[config.mk]
export PLATFORM = sky130hd
export DESIGN_NAME = phase_slot_arbiter
export DESIGN_NICKNAME = d
export VERILOG_FILES = /design/src/rtl/slot_pkg.sv /design/src/rtl/slot_phase_ctrl.sv /design/src/rtl/slot_datapath.sv /design/src/rtl/phase_slot_arbiter.sv
export SDC_FILE = /design/constraint.sdc
export NUM_CORES = 1
export LEC_CHECK = 0
export ABC_AREA = 0
export CORE_MARGIN = 2
export CORE_UTILIZATION = 31
export CTS_BUF_LIST = sky130_fd_sc_hd__clkbuf_4 sky130_fd_sc_hd__clkbuf_8
export CTS_CLUSTER_DIAMETER = 150
export DETAILED_ROUTE_END_ITERATION = 12
export GPL_TIMING_DRIVEN = 0
export PLACE_DENSITY = 0.83
export SETUP_SLACK_MARGIN = 0.05
export SYNTH_ARGS = -nofsm -noshare
export SYNTH_HDL_FRONTEND = slang
export SYNTH_HIERARCHICAL = 1
export SYNTH_SLANG_ARGS = --single-unit
[constraint.sdc]
create_clock -name clk -period 1.3 [get_ports clk]
set_input_delay 0.26 -clock clk [delete_from_list [all_inputs] [get_ports clk]]
set_output_delay 0.26 -clock clk [all_outputs]
set_load 0.05 [all_outputs]
[src/rtl/slot_pkg.sv]
package slot_pkg;
  // Strobes from the phase control to the datapath
  typedef struct packed {
    logic cpuSlot;  // processor owns the memory port this cycle
    logic capCpu;   // capture read data for the processor at the edge ending this cycle
    logic capVid;   // capture read data for the second master at the edge ending this cycle
  } slotCtl_t;
endpackage

[src/rtl/slot_phase_ctrl.sv]
module slot_phase_ctrl
  import slot_pkg::*;
(
  input  logic     clk,
  input  logic     rst,
  output logic     offBus,
  output slotCtl_t ctl
);
  logic phase;  // 0 = processor slot, 1 = second-master slot

  always_ff @(posedge clk) begin
    if (rst) phase <= 1'b0;
    else     phase <= ~phase;
  end

  assign offBus     = phase;
  assign ctl.cpuSlot = ~phase;
  assign ctl.capCpu  = ~phase & ~rst;
  assign ctl.capVid  = phase & ~rst;


  reset_slot_chk: assert property (@(posedge clk) rst |=> !offBus);


  phase_toggle_chk: assert property (@(posedge clk) disable iff (rst)
    !$past(rst) |-> (offBus != $past(offBus)));
endmodule

[src/rtl/slot_datapath.sv]
module slot_datapath
  import slot_pkg::*;
#(
  parameter int ADDR_W = 8,
  parameter int DATA_W = 8
) (
  input  logic              clk,
  input  logic              rst,
  input  slotCtl_t          ctl,
  input  logic [ADDR_W-1:0] cpuAddr,
  input  logic [DATA_W-1:0] cpuWdata,
  input  logic              cpuWe,
  input  logic [ADDR_W-1:0] vidAddr,
  input  logic [DATA_W-1:0] vidWdata,
  input  logic              vidWe,
  input  logic [DATA_W-1:0] memRdata,
  output logic [ADDR_W-1:0] memAddr,
  output logic [DATA_W-1:0] memWdata,
  output logic              memWe,
  output logic [DATA_W-1:0] cpuRdata,
  output logic [DATA_W-1:0] vidRdata
);
  always_comb begin
    if (ctl.cpuSlot) begin
      memAddr  = cpuAddr;
      memWdata = cpuWdata;
      memWe    = cpuWe & ~rst;
    end else begin
      memAddr  = vidAddr;
      memWdata = vidWdata;
      memWe    = vidWe & ~rst;
    end
  end

  always_ff @(posedge clk) begin
    if (rst) begin
      cpuRdata <= '0;
      vidRdata <= '0;
    end else begin
      if (ctl.capCpu) cpuRdata <= memRdata;
      if (ctl.capVid) vidRdata <= memRdata;
    end
  end


  vid_we_mask_chk: assert property (@(posedge clk) disable iff (rst)
    (ctl.cpuSlot && !cpuWe) |-> !memWe);


  cpu_we_mask_chk: assert property (@(posedge clk) disable iff (rst)
    (!ctl.cpuSlot && !vidWe) |-> !memWe);


  cpu_hold_chk: assert property (@(posedge clk) disable iff (rst)
    !ctl.capCpu |=> $stable(cpuRdata));


  vid_hold_chk: assert property (@(posedge clk) disable iff (rst)
    !ctl.capVid |=> $stable(vidRdata));
endmodule

[src/rtl/phase_slot_arbiter.sv]
module phase_slot_arbiter
  import slot_pkg::*;
#(
  parameter int ADDR_W = 8,
  parameter int DATA_W = 8
) (
  input  logic              clk,
  input  logic              rst,
  input  logic [ADDR_W-1:0] cpuAddr,
  input  logic [DATA_W-1:0] cpuWdata,
  input  logic              cpuWe,
  output logic [DATA_W-1:0] cpuRdata,
  input  logic [ADDR_W-1:0] vidAddr,
  input  logic [DATA_W-1:0] vidWdata,
  input  logic              vidWe,
  output logic [DATA_W-1:0] vidRdata,
  output logic [ADDR_W-1:0] memAddr,
  output logic [DATA_W-1:0] memWdata,
  output logic              memWe,
  input  logic [DATA_W-1:0] memRdata,
  output logic              cpuOffBus
);
  slotCtl_t ctl;

  slot_phase_ctrl u_ctrl (
    .clk    (clk),
    .rst    (rst),
    .offBus (cpuOffBus),
    .ctl    (ctl)
  );

  slot_datapath #(.ADDR_W(ADDR_W), .DATA_W(DATA_W)) u_dp (
    .clk      (clk),
    .rst      (rst),
    .ctl      (ctl),
    .cpuAddr  (cpuAddr),
    .cpuWdata (cpuWdata),
    .cpuWe    (cpuWe),
    .vidAddr  (vidAddr),
    .vidWdata (vidWdata),
    .vidWe    (vidWe),
    .memRdata (memRdata),
    .memAddr  (memAddr),
    .memWdata (memWdata),
    .memWe    (memWe),
    .cpuRdata (cpuRdata),
    .vidRdata (vidRdata)
  );
endmodule

# Word-level counts from Yosys, hierarchy flattened
# Cells that the tools add are included.
classes:
  addsub: 0
  mul: 0
  n_div: 0
  n_lt_le_gt_ge: 0
  n_eq_ne: 0
  shifts: 0
  n_mux: 3
  bitwise_logic: 6
  reduce_logical: 0
ops:
  columns: ["cell", "n"]
  rows:
  - ["8-bit two-way mux", 2]
  - ["1-bit bitwise AND", 4]
  - ["1-bit inverter", 2]
  - ["1-bit two-way mux", 1]
totals:
  regBits: 17
  latch_bits: 0
  ramBits: 0
  romBits: 0
  out_inout_bits: 34
  n_memories: 0

# Depth between registers and ports, before layout
# Gate-level depths: netlist of the first run.
depth:
  depth_word: 3
  mapped_depth: 5

# Cells and area by module
# Netlist of the first run, hierarchy kept.
by_module_without_submodules:
  columns: ["mod", "instances", "cells_each", "area_per_inst_um2", "seq_area_each_um2"]
  rows:
  - ["slot_datapath", 1, 72, 819.5, 320.3]
  - ["slot_phase_ctrl", 1, 5, 40.0, 20.0]

# Worst setup path before layout of the first run
# No wires, ideal clock.
synth_path:
  path_kind: "reg-to-output"
  start: "reg u_ctrl.phase, in the netlist u_ctrl/offBus"
  end: "out memWe"
  t_arrival_ps: 1817
  t_required_ps: 1040
  setup_slack_ps: -777
  stages_incl_launch_ff: 6
  path_buffers: 2
  path_cell_list: "dfxtp_1 -> inv_1 -> buf_6 -> buf_12 -> mux2i_1 -> nor2_1"
synth_via:
  elab_chain_len: 1
synth_rtl:
  columns: ["item", "line", "rtl"]
  rows:
  - ["start: declaration", "slot_phase_ctrl.sv:9", "logic phase;"]
  - ["start signal: assignment", "slot_phase_ctrl.sv:13", "else phase <= ~phase;"]
  - ["1-bit two-way mux", "slot_datapath.sv:24", "if (ctl.cpuSlot) begin"]
  - ["end: declaration", "phase_slot_arbiter.sv:19", "output logic memWe,"]
# No other way between the ends.

# Worst setup path after layout of the first run
layout_path:
  start: "reg u_ctrl.phase, in the netlist u_ctrl/offBus"
  end: "out memWdata[7]"
layout_via:
  elab_chain_len: 1
layout_rtl:
  columns: ["item", "line", "rtl"]
  rows:
  - ["8-bit two-way mux", "slot_datapath.sv:24", null]
  - ["end: declaration", "phase_slot_arbiter.sv:18", "output logic [DATA_W-1:0] memWdata,"]
# No other way between the ends.

==> results of run 1 <==
routing by layer:
metal	part of all wire [%]	vias up	global-route usage, %
li1	-	433	-
met1	34	426	21.0
met2	60	28	37.5
met3	3.9	8	4.38
met4	2.3	0	5.78
met5	0	-	0
registers in the layout, summed over array words and instances (netlist names):
signal and count:
u_ctrl/offBus 1, u_dp/cpuRdata 8, u_dp/vidRdata 8
worst register-to-register path, delay by kind of cell (launching register included):
kind / cells / cell delay, ns
buffers and inverters: 3 / 0.44
DFF: 1 / 0.36
and+or+nand+nor: 2 / 0.16
muxes: 1 / 0.23
power breakdown:
| part | switching, mW | internal, mW |
|---|---|---|
| Sequential | 0.0144 | 0.548 |
| Combinational | 0.420 | 0.394 |
| Clock | 0.150 | 0.140 |
| Total | 0.584 | 1.08 |
cell usage in the layout, fill, tap and decap left out, types with 3 or more instances in the layout:
cell type | synthesis | final
buf_8 | 0 | 11
dfxtp_1 | 17 | 16
mux2i_1 | 17 | 16
buf_2 | 3 | 16
clkdlybuf4s50_1 | 0 | 43
mux2_4 | 9 | 16
nor2_1 | 19 | 17
buf_4 | 0 | 3
clkbuf_4 | 0 | 4
buf_6 | 1 | 13
kinds of logic (layout without fill, tap and decap cells):
kind of cell / after synthesis / in the layout / share of synthesized area [%]
flip-flops: 17 / 17 / 39.6
AND/OR/NAND/NOR: 20 / 20 / 9.32
buffers and inverters: 7 / 93 / 6.40
multiplexers: 33 / 33 / 44.7
synthesized netlist by cell type:
| master | n |
|---|---|
| nor2_1 | 19 |
| dfxtp_1 | 17 |
| mux2i_1 | 17 |
| mux2_4 | 9 |
| mux2_2 | 7 |
| buf_2 | 3 |
| buf_12 | 1 |
| buf_6 | 1 |
| clkbuf_2 | 1 |
| inv_1 | 1 |
| nor2b_2 | 1 |
area by class of cell:
type / instances / area (µm²)
Fill cell: 200 / 865
Buffer: 6 / 76.3
Multi-Input combinational cell: 53 / 513
Timing Repair Buffer: 82 / 816
Sequential cell: 17 / 344
Inverter: 1 / 3.75
Clock buffer: 4 / 30.0
Tap cell: 31 / 38.8
worst paths after layout:
path | endpoint | slack (ns)
worst max-delay path | memWdata[7] | -0.37
worst min-delay path | u_dp/cpuRdata[2] | 0.51
worst min register to register | u_dp/cpuRdata[2] | 0.51
worst max register to register | u_dp/cpuRdata[7] | 0.01
stage by stage:
| step | worst slack [ns] | instance area [µm²] | cells |
|---|---|---|---|
| floorplan | -0.163 | 875 | 77 |
| global placement | -1.03 | 1680 | 185 |
| detailed placement | -1.04 | 1680 | 185 |
| CTS | -0.374 | 1810 | 194 |
| global route | -0.433 | 1820 | 194 |
| finish | -0.373 | 1820 | 194 |
what timing repair did:
action | in CTS | in global routing
gates cloned | 1 | 0
buffers inserted | 4 | 0
gates resized for setup | 232 | 5
endpoints found under the setup margin | 34 | 34
pin swaps | 0 | 1
==> reports/metrics.yaml, run 1 <==
worst_setup_path:
  critPathMaxFanout: 4
  path_class: "register to output pin"
  cp_slowest_stage_delay_ns: 0.36
  rr_startpoint: "u_ctrl/offBus"
  crit_top_cell: "buf_8"
  start_kind: "register"
  worst_path_max_delay_cell: "dfxtp_4"
  cp.depth: 5
  worst-path-buf-inv: 4
  cp-end-kind: "output pin"
  crit_arrival_ns: 1.41
  crit_start: "u_ctrl/offBus"
  worstPathRequired_ns: 1.04
  r2r_cells: 6
  cpLargestDelayFamily: "buffers and inverters"
  crit_chain: "inv_2 -> buf_8 -> buf_6 -> mux2_4 -> buf_8"
clocking:
  holdBufCountCts: 0
  cts-buffers-inserted: 3
  htree_num_levels: 1
  cts_buffer_depth: 2
  clkTransAtPathRegs_ns: 0.09
  insertion_delay_ns: 0.28
  cts_tree: "yes"
  cts_root_buffer: "clkbuf_4"
  cts.sinks: 17
detailed_routing:
  vias: 895
  viasPerCell: 4.61
  drtIter0Drc: 24
  drc: 0
  drt_wl_total_um: 3060
  drtAntennaViolNets: 0
  wl_per_cell_um: 15.8
  first_pass_iters: 4
timing:
  period_needed_ns: 1.67
  slew-limit-headroom_pct: 82.9
  worst_slack_ns: -0.373
  rsz0062_at_grt: "yes"
  worst_hold_slack_ns: 0.506
  hold_viol: 0
  fin_crit_sh_pct: 129
  drv_slew: 0
  fmax_mhz: 598
  fin_skew_ns: 0.00134
  final-setup-viol-count: 17
  totalNegativeSetupSlack_ns: -6.14
  tightest_slew_ns: 0.259
synth:
  yosysUniqueCellTypes: 11
  netlist_top_cells_area: "dfxtp_1 (40%), mux2i_1 (20%), mux2_4 (16%)"
  synth_fp_nets: 121
  ys_seq_area_share_pct: 39.6
  netlist_area_um2: 860
  yosysWarnings: 6
  postSynthCellCount: 77
  synth_top_area_cell: "dfxtp_1"
  synth_top_area_share_pct: 39.6
  syn_avg_cell_area_um2: 11.2
  synth-seq-cells: 17
floorplan:
  num_io_pins: 78
  die_h_um: 56.7
  die_area_um2: 3210
  coreArea_um2: 2690
  die_w_um: 56.7
  rows: 19
  start_util_pct: 32.0
global_route:
  grt_first_pass_wirelength_um: 4930
  first_global_vias: 994
  grt_max_degree: 11
  grt_usage_pct: 19.6
  grt.overflow.total: 0
  antenna_found_initial: 0
min_path:
  min-delay-start: "u_dp/cpuRdata[2]"
  hold_depth: 2
  hp-class: "register to register"
power_and_ir_drop:
  p_leak_nw: 0.852
  powerDensity_nw_per_um2: 914
  total_power_mw: 1.67
  ir_drop_v: 0.000869
layout:
  n_antenna_cell: 0
  finish.utilization_pct: 67.8
  drive_above_1_share_pct: 43.6
  nets: 208
  areaGrowthSynthToFinish_pct: 112
run_status:
  status: "finished, violations left"
  violations: "setup timing"
placed_design:
  portBuffers: 77
  place_congestion: 0.715
  dpl.hpwl_um: 2250
run:
  max_cap_violations: 0
Note: power is estimated with default switching activity, not from simulation.
==> run 2: changes to the inputs <==
- CORE_ASPECT_RATIO: default -> 1.2
- clock period: 1.3 -> 1.8 ns (I/O delays scaled with it)
==> run 2 against run 1 <==
  * The flow now finishes without violations
  * Critical path depth stayed put
  * Flip-flop and latch count is the same
  * Clock-buffer cell count did not move
  * Core utilization up 0.68 points
  * Non-clock buffer count decreased by 2
  * Clock power decreased by 29%
==> reports/metrics.yaml, run 2 (same netlist as run 1, synthesis figures left out) <==
run_status:
  status: "finished clean"
timing:
  rsz0062_at_grt: "yes"
  fin_crit_sh_pct: 99.5
  hold_viol: 0
  period_needed_ns: 1.79
  tightest_slew_ns: 0.521
  drv_slew: 0
  slew-limit-headroom_pct: 65.4
  fin_skew_ns: 0.00253
  fmax_mhz: 559
  final-setup-viol-count: 0
placed_design:
  dpl.hpwl_um: 2240
  portBuffers: 77
  dp.cells: 187
  place_congestion: 0.709
  placed_cell_area_um2: 1680
worst_setup_path:
  path_class: "register to output pin"
  crit_arrival_ns: 1.43
  start_kind: "register"
  cp-end-kind: "output pin"
  worstPathRequired_ns: 1.44
  critPathMaxFanout: 5
power_and_ir_drop:
  p_sw_mw: 0.404
  internal-power_mw: 0.745
  seqPwrFrac_pct: 35.3
  ir_drop_v: 0.000529
  powerDensity_nw_per_um2: 651
  swShare_pct: 35.2
  pwr-share-comb_pct: 46.8
  p_clk_share_pct: 17.8
  p_leak_nw: 0.826
global_route:
  grt_usage_pct: 17.1
  antenna_found_initial: 0
  grt_use_met1_pct: 21.3
  first_global_vias: 808
  grt_first_pass_wirelength_um: 4020
  grt.overflow.total: 0
  use_met3_pct: 4.13
  grt-busiest-layer: "met2"
  grt_max_degree: 11
  met2_usage_pct: 28.6
floorplan:
  die_h_um: 61.7
  num_io_pins: 78
  start_util_pct: 33.3
  coreArea_um2: 2580
  die_area_um2: 3210
  die_w_um: 52.1
  rows: 20
clocking:
  cts.sinks: 17
  clkTransAtPathRegs_ns: 0.09
  htree_num_levels: 1
  cts_tree: "yes"
  insertion_delay_ns: 0.28
  cts-buffers-inserted: 3
  cts_buffer_depth: 2
  cts_root_buffer: "clkbuf_4"
run:
  max_cap_violations: 0
detailed_routing:
  drtIter0Drc: 7
  drt_wl_total_um: 2950
  drtAntennaViolNets: 0
  viasPerCell: 4.60
  vias: 893
  wl_per_cell_um: 15.2
  drc: 0
  first_pass_iters: 2
min_path:
  hp-class: "register to register"
layout:
  areaGrowthSynthToFinish_pct: 105
  nets: 206
  layout_common_cells: "clkdlybuf4s50_1 (42), dlygate4sd2_1 (18), nor2_1 (18)"
  design_area_um2: 1770
  n_antenna_cell: 0
  instances_no_fill: 194
  final_common_cell: "clkdlybuf4s50_1"
  drive_above_1_share_pct: 31.7
[run 2: changes by cell type in the layout (fill, tap and decap cells not counted), moves of 2 or more]
cell,before,now
buf_2,16,3
buf_4,3,5
buf_8,11,1
dlygate4sd2_1,0,18
mux2_2,0,7
mux2_4,16,9
[run 2: metal layers]
metal  part of all wire, %  vias to the layer above  wire, µm
li1                      -                      431         -
met1                    42                      409      1240
met2                    48                       51      1420
met3                   9.5                        2       280
met4                  0.47                        0        14
met5                     0                        -         0
[run 2: power groups by stage]
stage               logic (mW)  clock network, mW  registers [mW]
floorplan                0.241                  0           0.485
global placement         0.513                  0           0.415
detailed placement       0.519                  0           0.416
CTS                      0.505              0.217           0.407
global route             0.560              0.231           0.409
finish                   0.538              0.205           0.406
[run 2: through the flow]
stage                     hold WS [ns]  setup TNS, ns  utilization (%)  power, mW  setup slack (ns)
after floorplan                  0.419              0                -      0.725             0.158
after global placement           0.422          -5.60             65.2      0.928            -0.735
after detailed placement         0.428          -5.79             65.2      0.935            -0.744
after CTS                        0.437         -0.115             65.0       1.13           -0.0580
after global routing             0.443         -0.299             68.5       1.20           -0.0408
final                            0.434              0             68.5       1.15           0.00967
[run 2: path summary, 6_finish.rpt]
check	startpoint	to	slack [ns]	cells after the start
worst max-delay path	u_ctrl/offBus	memAddr[4]	0.01	5
worst min-delay path	u_ctrl/offBus	u_ctrl/offBus	0.43	1
worst min register to register	u_ctrl/offBus	u_ctrl/offBus	0.43	1
worst max register to register	u_ctrl/offBus	u_dp/vidRdata[7]	0.55	5
[run 2: worst max-delay path, stage by stage, from the launching register on]
cell and delay, ns:
dfxtp_4 0.36, inv_2 0.06, buf_6 0.13, clkbuf_16 0.15, mux2_4 0.30, buf_6 0.15
[run 2: timing repair]
item                       4_1_cts  5_1_grt
setup endpoints to repair       34       17
hold buffers                     0        0
resized for setup              126       22
cloned                           0        2
buffers inserted                 0        1
[run 2: final cells by class]
cell class,instances,area [µm²]
flip-flops and latches,17,344
inverters,1,3.75
plain buffers,6,62.6
multi-input cells,53,484
well taps,33,41.3
clock buffers,4,30.0
fillers,212,812
repair buffers,80,800
